==> config.mk <==
export PLATFORM = sky130hd
export DESIGN_NAME = crp_write_master
export DESIGN_NICKNAME = d
export VERILOG_FILES = /design/src/rtl/crp_pkg.sv /design/src/rtl/crp_wait_timer.sv /design/src/rtl/crp_handshake.sv /design/src/rtl/crp_sequencer.sv /design/src/rtl/crp_write_master.sv
export SDC_FILE = /design/constraint.sdc
export NUM_CORES = 1
export LEC_CHECK = 0
export BUFFER_PORTS_ARGS = -buffer_cell sky130_fd_sc_hd__buf_2
export CORE_ASPECT_RATIO = 0.8
export CORE_MARGIN = 2
export CORE_UTILIZATION = 35
export CTS_CLUSTER_SIZE = 30
export DETAILED_ROUTE_END_ITERATION = 6
export PLACE_DENSITY = 0.58
export REMOVE_ABC_BUFFERS = 1
export SYNTH_ARGS = -nofsm -noshare
export SYNTH_HDL_FRONTEND = slang
export SYNTH_SLANG_ARGS = --single-unit
==> constraint.sdc <==
create_clock -name clk -period 2.3 [get_ports clk]
set_input_delay 0.115 -clock clk [delete_from_list [all_inputs] [get_ports clk]]
set_output_delay 0.115 -clock clk [all_outputs]
set_load 0.02 [all_outputs]
==> src/rtl/crp_pkg.sv <==
package crp_pkg;
  localparam int NSTB = 3;

  typedef enum logic [1:0] {
    STG_ADDR  = 2'd0,
    STG_DATA  = 2'd1,
    STG_WRITE = 2'd2
  } stage_t;

  typedef enum logic [1:0] {
    ERR_NONE = 2'd0,
    ERR_RISE = 2'd1,
    ERR_FALL = 2'd2
  } errkind_t;
endpackage

==> src/rtl/crp_wait_timer.sv <==
module crp_wait_timer #(
  parameter int TMO_CYCLES = 1000
) (
  input  logic clk,
  input  logic rst,
  input  logic clr,
  output logic expire
);
  localparam int CW = $clog2(TMO_CYCLES + 1);
  localparam logic [CW-1:0] LAST = CW'(TMO_CYCLES - 1);

  logic [CW-1:0] cnt_q;

  assign expire = (cnt_q == LAST);

  always_ff @(posedge clk) begin
    if (rst || clr) cnt_q <= '0;
    else if (!expire) cnt_q <= cnt_q + CW'(1);
  end
endmodule

==> src/rtl/crp_handshake.sv <==
module crp_handshake
  import crp_pkg::*;
#(
  parameter int TMO_CYCLES = 1000
) (
  input  logic            clk,
  input  logic            rst,
  input  logic            start,
  input  stage_t          sel,
  input  logic            ack,
  output logic [NSTB-1:0] strobes,
  output logic            ok,
  output logic            fail,
  output errkind_t        fail_kind
);
  typedef enum logic [1:0] {HS_IDLE, HS_RISE, HS_FALL} hs_t;

  hs_t             st_q;
  logic [NSTB-1:0] stb_q;
  logic            expire;
  logic            tclr;

  assign tclr = (st_q == HS_IDLE) || (st_q == HS_RISE && ack);

  crp_wait_timer #(.TMO_CYCLES(TMO_CYCLES)) u_tmr (
    .clk    (clk),
    .rst    (rst),
    .clr    (tclr),
    .expire (expire)
  );

  always_ff @(posedge clk) begin
    if (rst) begin
      st_q  <= HS_IDLE;
      stb_q <= '0;
    end else begin
      case (st_q)
        HS_IDLE: if (start) begin
          st_q  <= HS_RISE;
          stb_q <= NSTB'(1) << sel;
        end
        HS_RISE: if (ack) begin
          st_q  <= HS_FALL;
          stb_q <= '0;
        end else if (expire) begin
          st_q  <= HS_IDLE;
          stb_q <= '0;
        end
        HS_FALL: if (!ack || expire) st_q <= HS_IDLE;
        default: st_q <= HS_IDLE;
      endcase
    end
  end

  assign strobes   = stb_q;
  assign ok        = (st_q == HS_FALL) && !ack;
  assign fail      = ((st_q == HS_RISE) && !ack && expire) ||
                     ((st_q == HS_FALL) && ack && expire);
  assign fail_kind = (st_q == HS_RISE) ? ERR_RISE : ERR_FALL;
endmodule

==> src/rtl/crp_sequencer.sv <==
module crp_sequencer
  import crp_pkg::*;
#(
  parameter int AW = 16,
  parameter int DW = 16
) (
  input  logic          clk,
  input  logic          rst,
  input  logic          req_valid,
  input  logic [AW-1:0] req_addr,
  input  logic [DW-1:0] req_data,
  input  logic          hs_ok,
  input  logic          hs_fail,
  input  errkind_t      hs_fail_kind,
  output logic          hs_start,
  output stage_t        hs_sel,
  output logic [DW-1:0] din,
  output logic          busy,
  output logic          done,
  output logic          err,
  output logic [1:0]    err_kind,
  output logic [1:0]    err_stage
);
  localparam int BW = (AW > DW) ? AW : DW;

  typedef enum logic [1:0] {SQ_IDLE, SQ_SETUP, SQ_WAIT} sq_t;

  sq_t           st_q;
  stage_t        stg_q;
  logic [DW-1:0] data_q;
  logic [DW-1:0] din_q;
  logic          busy_q, done_q, err_q;
  errkind_t      kind_q;
  stage_t        estg_q;
  logic [BW-1:0] addr_ext;

  assign addr_ext = BW'(req_addr);

  always_ff @(posedge clk) begin
    if (rst) begin
      st_q   <= SQ_IDLE;
      stg_q  <= STG_ADDR;
      data_q <= '0;
      din_q  <= '0;
      busy_q <= 1'b0;
      done_q <= 1'b0;
      err_q  <= 1'b0;
      kind_q <= ERR_NONE;
      estg_q <= STG_ADDR;
    end else begin
      done_q <= 1'b0;
      case (st_q)
        SQ_IDLE: if (req_valid) begin
          data_q <= req_data;
          din_q  <= DW'(addr_ext);
          stg_q  <= STG_ADDR;
          busy_q <= 1'b1;
          st_q   <= SQ_SETUP;
        end
        SQ_SETUP: st_q <= SQ_WAIT;
        SQ_WAIT: begin
          if (hs_fail) begin
            st_q   <= SQ_IDLE;
            busy_q <= 1'b0;
            done_q <= 1'b1;
            err_q  <= 1'b1;
            kind_q <= hs_fail_kind;
            estg_q <= stg_q;
          end else if (hs_ok) begin
            if (stg_q == STG_WRITE) begin
              st_q   <= SQ_IDLE;
              busy_q <= 1'b0;
              done_q <= 1'b1;
              err_q  <= 1'b0;
              kind_q <= ERR_NONE;
              estg_q <= STG_ADDR;
            end else begin
              stg_q <= (stg_q == STG_ADDR) ? STG_DATA : STG_WRITE;
              din_q <= data_q;
              st_q  <= SQ_SETUP;
            end
          end
        end
        default: st_q <= SQ_IDLE;
      endcase
    end
  end

  assign hs_start  = (st_q == SQ_SETUP);
  assign hs_sel    = stg_q;
  assign din       = din_q;
  assign busy      = busy_q;
  assign done      = done_q;
  assign err       = err_q;
  assign err_kind  = kind_q;
  assign err_stage = estg_q;
endmodule

==> src/rtl/crp_write_master.sv <==
module crp_write_master
  import crp_pkg::*;
#(
  parameter int AW         = 16,
  parameter int DW         = 16,
  parameter int US_DIV     = 10,
  parameter int TMO_CYCLES = 100 * US_DIV
) (
  input  logic          clk,
  input  logic          rst,
  input  logic          req_valid,
  input  logic [AW-1:0] req_addr,
  input  logic [DW-1:0] req_data,
  output logic          busy,
  output logic          done,
  output logic          err,
  output logic [1:0]    err_kind,
  output logic [1:0]    err_stage,
  output logic [DW-1:0] phy_din,
  output logic          phy_cap_addr,
  output logic          phy_cap_data,
  output logic          phy_wr,
  output logic          phy_rd,
  input  logic          phy_ack
);
  logic            hs_start, hs_ok, hs_fail;
  stage_t          hs_sel;
  errkind_t        hs_kind;
  logic [NSTB-1:0] stb;

  crp_sequencer #(.AW(AW), .DW(DW)) u_seq (
    .clk          (clk),
    .rst          (rst),
    .req_valid    (req_valid),
    .req_addr     (req_addr),
    .req_data     (req_data),
    .hs_ok        (hs_ok),
    .hs_fail      (hs_fail),
    .hs_fail_kind (hs_kind),
    .hs_start     (hs_start),
    .hs_sel       (hs_sel),
    .din          (phy_din),
    .busy         (busy),
    .done         (done),
    .err          (err),
    .err_kind     (err_kind),
    .err_stage    (err_stage)
  );

  crp_handshake #(.TMO_CYCLES(TMO_CYCLES)) u_hs (
    .clk       (clk),
    .rst       (rst),
    .start     (hs_start),
    .sel       (hs_sel),
    .ack       (phy_ack),
    .strobes   (stb),
    .ok        (hs_ok),
    .fail      (hs_fail),
    .fail_kind (hs_kind)
  );

  assign phy_cap_addr = stb[STG_ADDR];
  assign phy_cap_data = stb[STG_DATA];
  assign phy_wr       = stb[STG_WRITE];
  assign phy_rd       = 1'b0;
endmodule

==> results.yml, run 1 <==
synth:
  synth.ff_latch_count: 58
  synth_area_sq_um: 2460
  seq_area_frac_synth_pct: 47.1
  synth-edff-count: 0
  avgSynthCellArea_sq_um: 9.00
  ys_types: 45
  netlist.area_leader.share_pct: 47.1
  syn_inst: 274
  yosysTopAreaCell: "dfxtp_1"
  ys_async_sr_fraction_pct: 0
  yosys-top-cells-area: "dfxtp_1, mux2i_1, nand2_1, a21oi_1, a211oi_1"
  synth-main-ff-cell: "dfxtp_1"
  yosys_warnings: 0
timing:
  period_minus_slack_ns: 2.08
  worst_slack_ns: 0.224
  final.setup.tns_ns: 0
  period_share_pct: 90.3
  tightest_slew_ns: 0.538
  slew_viol_final: 0
  slew_headroom_pct: 64.0
  fmax_mhz: 482
  rsz0062_at_grt: "false"
  hold_viol: 0
  clock_skew_ns: 0.00977
  setup-violations-final: 0
finish:
  layout-drive-gt1-share_pct: 26.1
  layout.nets: 384
  fillers: 703
  utilization_pct: 45.7
  fin_cells: 439
  fin_area_sq_um: 3140
  area_growth_pct: 27.2
  antennaDiodeCount: 0
pwr:
  p_per_area_nw_per_um2: 773
  power_frac_seq_pct: 46.7
  p_switching_uw: 730
  comb_power_share_pct: 18.6
  p_leak_nw: 1.40
  p_int_mw: 1.69
  switching_share_pct: 30.1
  peakVddDrop_v: 0.000310
  clkPwrFrac_pct: 34.7
route:
  drcViolationCount: 0
  first_pass_iters: 4
  wirelength_um: 5520
  dr.first_iter.drc_count: 107
  via_count: 2108
  antenna_left: 0
  post_drt_via_cell_ratio: 4.80
  routedWlPerCell_um: 12.6
setup_path:
  cp_cell_sequence: "ha_1 > nand2_1 > or3b_1 > a221oi_2 > mux2i_1"
  arrival_ns: 2.33
  path_delay_family: "simple AND/OR/NAND/NOR gates"
  cp_max_fo: 12
  cp.buffers_inverters: 0
  cpMaxStageDelayCell: "or3b_1"
  max_stage_delay_ns: 0.57
  critPathKind: "flop to flop"
  cp-start-kind: "flop"
  endpoint_kind: "flop"
  critPathRequiredTime_ns: 2.56
die:
  io_pins: 63
  rows: 27
  die_y_um: 79.1
  coreArea_sq_um: 6860
  die_area_sq_um: 7730
  die_w_um: 97.8
  initial_core_util_pct: 35.9
clocking:
  clock_latency_ns: 0.34
  cts_resized: 0
  cts-root-buf: "clkbuf_8"
  cts_tree: "built"
  cts_buffer_depth: 2
  clk_pin_slew_ns: 0.06
  h-tree-depth: 3
  cts-hold-fix-buffers: 9
  cts-buffers-inserted: 9
  numClockSinks: 58
  cts_setup_buffers: 0
global_routing:
  antenna_found_initial: 0
  grt_util_all_layers_pct: 15.1
  grt_max_degree: 28
  grt_pass1_vias: 1935
  grt_overflow: 0
  grt_pass1_wl_um: 9200
outcome:
  status: "finished, final reports clean"
worst_hold_path:
  hp-class: "input pin to flop"
placement:
  place_ws_ns: 0.264
  placed_cell_area_sq_um: 2870
  port_buffers: 61
  placed_cells: 414
  gp_congestion: 0.781
  dp_hpwl_um: 3870
flow_run:
  max_cap_violations: 0
-- state kept, by name (all words and copies together) (netlist names) --
name	cells
u_hs.st_q	2
u_hs.strobes	3
u_hs.u_tmr.cnt_q	10
u_seq.busy	1
u_seq.data_q	16
u_seq.din	16
u_seq.done	1
u_seq.err	1
u_seq.err_kind	2
u_seq.err_stage	2
u_seq.hs_sel	2
u_seq.st_q	2
-- worst reg2reg max path: stages, from the launching register on --
cell      delay (ns)
dfxtp_1         0.43
ha_1            0.21
nand2_1         0.07
or3b_1          0.57
a221oi_2        0.49
mux2i_1         0.24
-- cells in the mapped netlist (all sizes together) (5+ instances only) --
master,count
dfxtp,58
nor3,5
mux2i,23
o21ai,5
a21oi,24
nor2,31
buf,8
a211oi,16
xor2,5
clkbuf,10
nand2,41
-- cells by family after synthesis --
family	share of synthesized area, %
AO/OA/AOI/OAI	15.1
adder cells (fa/ha/maj)	0.508
XOR/XNOR	2.49
multiplexers	9.34
flip-flops	47.1
buffers and inverters	3.86
other	0.152
AND/OR/NAND/NOR	21.5
-- cell type report --
class	instances	area (sq um)	share of cell area (%)
well taps	87	109	3.47
clock inverters	6	41.3	1.32
inverters	2	7.51	0.239
repair buffers	80	470	15.0
clock buffers	10	138	4.39
flip-flops and latches	58	1160	37.0
multi-input cells	196	1210	38.5
-- power groups by stage --
stage / logic, mW / registers [mW] / clock network (mW)
after global placement: 0.441 / 1.15 / 0
after floorplan: 0.230 / 1.20 / 0
after CTS: 0.457 / 1.13 / 0.874
after global routing: 0.500 / 1.14 / 0.920
after detailed placement: 0.444 / 1.15 / 0
final: 0.451 / 1.13 / 0.841
-- path summary, 6_finish.rpt --
kind                                                       to  cells past startpoint                        startpoint  slack, ns
worst max register to register   u_hs.strobes[0]$_SDFFE_PP0P_                      5  u_hs.u_tmr.cnt_q[0]$_SDFFE_PP0N_       0.22
worst min-delay path            u_seq.data_q[12]$_SDFFE_PP0P_                      3                      req_data[12]       0.02
worst max-delay path             u_hs.strobes[0]$_SDFFE_PP0P_                      5  u_hs.u_tmr.cnt_q[0]$_SDFFE_PP0N_       0.22
worst min register to register   u_seq.data_q[8]$_SDFFE_PP0P_                      2      u_seq.data_q[8]$_SDFFE_PP0P_       0.45
-- cells in the final DEF, fill, tap and decap left out, drive strengths merged, types with 3 or more instances in the layout --
master,count
buf,71
dfxtp,58
nand2,41
nor2,31
a21oi,24
mux2i,23
a211oi,16
clkbuf,10
dlygate4sd3,9
nor3,5
xor2,5
o21ai,5
nand2b,4
nor2b,4
nand3,4
nand4,3
o211ai,3
clkinvlp,3
or3b,3
nor3b,3
clkinv,3
-- metrics by stage --
stage,hold WS [ns],total power [mW]
final,0.0217,2.42
after global routing,0.0124,2.56
after CTS,0.00321,2.46
after detailed placement,0.362,1.60
after global placement,0.357,1.59
after floorplan,0.184,1.43
-- metal layers --
layer	vias to the layer above	track usage [%]	share of wire [%]
li1	1103	-	-
met1	954	20.1	50
met2	45	22.5	45
met3	6	4.23	4.3
met4	0	7.08	1.3
met5	-	0	0
Power figures use the tool's default switching activity.
==> inputs of run 2 (changes only) <==
--- a/config.mk
+++ b/config.mk
@@ -6,12 +6,14 @@
 export NUM_CORES = 1
 export LEC_CHECK = 0
 export BUFFER_PORTS_ARGS = -buffer_cell sky130_fd_sc_hd__buf_2
+export CELL_PAD_IN_SITES_DETAIL_PLACEMENT = 0
+export CELL_PAD_IN_SITES_GLOBAL_PLACEMENT = 2
 export CORE_ASPECT_RATIO = 0.8
 export CORE_MARGIN = 2
-export CORE_UTILIZATION = 35
+export CORE_UTILIZATION = 31
 export CTS_CLUSTER_SIZE = 30
 export DETAILED_ROUTE_END_ITERATION = 6
-export PLACE_DENSITY = 0.58
+export PLACE_DENSITY = 0.8
 export REMOVE_ABC_BUFFERS = 1
 export SYNTH_ARGS = -nofsm -noshare
 export SYNTH_HDL_FRONTEND = slang
==> run 2 against run 1 <==
Cell count rose by 3.2%. Register-to-register slack improved by 0.09 ns. Global-route usage fell by 1.5 points. Largest cell class unchanged.
==> results.yml, run 2 (same netlist as run 1, synthesis figures left out) <==
clocking:
  cts-root-buf: "clkbuf_8"
  cts_resized: 0
  cts-hold-fix-buffers: 1
  cts-buffers-inserted: 9
  h-tree-depth: 3
  clk_pin_slew_ns: 0.07
  cts_tree: "built"
  cts_setup_buffers: 0
  clock_latency_ns: 0.33
  numClockSinks: 58
  cts_buffer_depth: 2
placement:
  gp_congestion: 0.809
  place_ws_ns: 0.309
  placed_cells: 435
  placed_cell_area_sq_um: 2890
  port_buffers: 61
  dp_hpwl_um: 3910
pwr:
  p_leak_nw: 1.41
  peakVddDrop_v: 0.000395
  p_per_area_nw_per_um2: 868
finish:
  area_growth_pct: 28.4
  final_common_cell: "buf_2"
  layout_common_cells: "buf_2, dfxtp_1, nand2_1"
  layout-drive-gt1-share_pct: 26.4
  layout.nets: 377
  fin_cells: 453
  regArea_sq_um: 1160
  utilization_pct: 40.4
  fin_area_sq_um: 3170
  multi_input_area_sq_um: 1210
  antennaDiodeCount: 0
  fillers: 821
global_routing:
  grt_max_degree: 26
  antenna_found_initial: 0
  grt_pass1_vias: 1944
  grt_pass1_wl_um: 9320
  grt_util_all_layers_pct: 13.6
  grt_overflow: 0
setup_path:
  cp-start-kind: "flop"
  cp_cell_sequence: "ha_1 > nand2_1 > or3b_1 > buf_4 > a221oi_2 > mux2i_1"
  critPathKind: "flop to flop"
  cp_max_fo: 16
  path_delay_family: "flip-flops"
  startpoint: "u_hs.u_tmr.cnt_q[0]$_SDFFE_PP0N_"
  rrSetupSlack_ns: 0.31
  reg2reg_depth: 6
  cp-endpoint: "u_hs.strobes[0]$_SDFFE_PP0P_"
  r2r-start: "u_hs.u_tmr.cnt_q[0]$_SDFFE_PP0N_"
  cpMaxStageDelayCell: "dfxtp_1"
  endpoint_kind: "flop"
  reg2reg_to: "u_hs.strobes[0]$_SDFFE_PP0P_"
  max_stage_delay_ns: 0.43
  arrival_ns: 2.24
  cp.buffers_inverters: 1
  critical_path_depth: 6
  critPathRequiredTime_ns: 2.55
outcome:
  status: "finished, final reports clean"
timing:
  hold_viol: 0
  period_minus_slack_ns: 1.99
  worst_slack_ns: 0.310
  tightest_slew_ns: 0.543
  setup-violations-final: 0
  slew_headroom_pct: 63.6
  rsz0062_at_grt: "false"
  fmax_mhz: 503
  slew_viol_final: 0
  final.setup.tns_ns: 0
  clock_skew_ns: 0.00845
  period_share_pct: 86.5
die:
  die_area_sq_um: 8680
  die_w_um: 104
  initial_core_util_pct: 31.4
  io_pins: 63
  die_y_um: 83.8
  rows: 29
  coreArea_sq_um: 7840
route:
  routedWlPerCell_um: 12.4
  via_count: 2083
  first_pass_iters: 4
  antenna_left: 0
  dr.first_iter.drc_count: 46
  post_drt_via_cell_ratio: 4.60
  drcViolationCount: 0
  wirelength_um: 5620
flow_run:
  max_cap_violations: 0
worst_hold_path:
  hp-class: "input pin to flop"
==> run 2: layer usage <==
layer	track usage, %	part of all wire [%]
met2	21.1	45
met4	3.69	0.71
met1	17.8	49
met5	0	0
met3	5.23	5.0
==> run 2: where the power goes <==
group / internal [mW] / switching (mW) / total, mW
combinational: 0.183 / 0.261 / 0.444
sequential: 1.08 / 0.0454 / 1.13
clock: 0.780 / 0.395 / 1.17
total: 2.05 / 0.702 / 2.75
==> run 2: final cells by class <==
| class | count | share of cell area (%) |
|---|---|---|
| multi-input combinational | 196 | 38.2 |
| sequential | 58 | 36.7 |
| timing repair buffer | 73 | 12.6 |
| clock buffer | 12 | 4.90 |
| tap | 108 | 4.27 |
| clock inverter | 4 | 3.08 |
| inverter | 2 | 0.237 |
==> run 2: per-stage QoR <==
step | hold WS [ns] | total power, mW
finish | 0.0171 | 2.75
global route | 0.00993 | 2.91
CTS | 0.00125 | 2.79
detailed placement | 0.360 | 1.60
global placement | 0.356 | 1.60
floorplan | 0.184 | 1.43
==> run 2: worst register-to-register path, cell delays in order, from the launching register on <==
cell and delay [ns]:
dfxtp_1 0.43, ha_1 0.20, nand2_1 0.06, or3b_1 0.37, buf_4 0.20, a221oi_2 0.41
mux2i_1 0.24
==> run 2: how the worst min path moves through the flow <==
stage / from / end / cells past startpoint
final: req_data[4] / u_seq.data_q[4]$_SDFFE_PP0P_ / 3
after global routing: req_data[5] / u_seq.data_q[5]$_SDFFE_PP0P_ / 3
after CTS: req_data[4] / u_seq.data_q[4]$_SDFFE_PP0P_ / 3
after detailed placement: req_data[15] / u_seq.data_q[15]$_SDFFE_PP0P_ / 3
after global placement: req_data[4] / u_seq.data_q[4]$_SDFFE_PP0P_ / 3
after floorplan: rst / u_seq.data_q[0]$_SDFFE_PP0P_ / 1
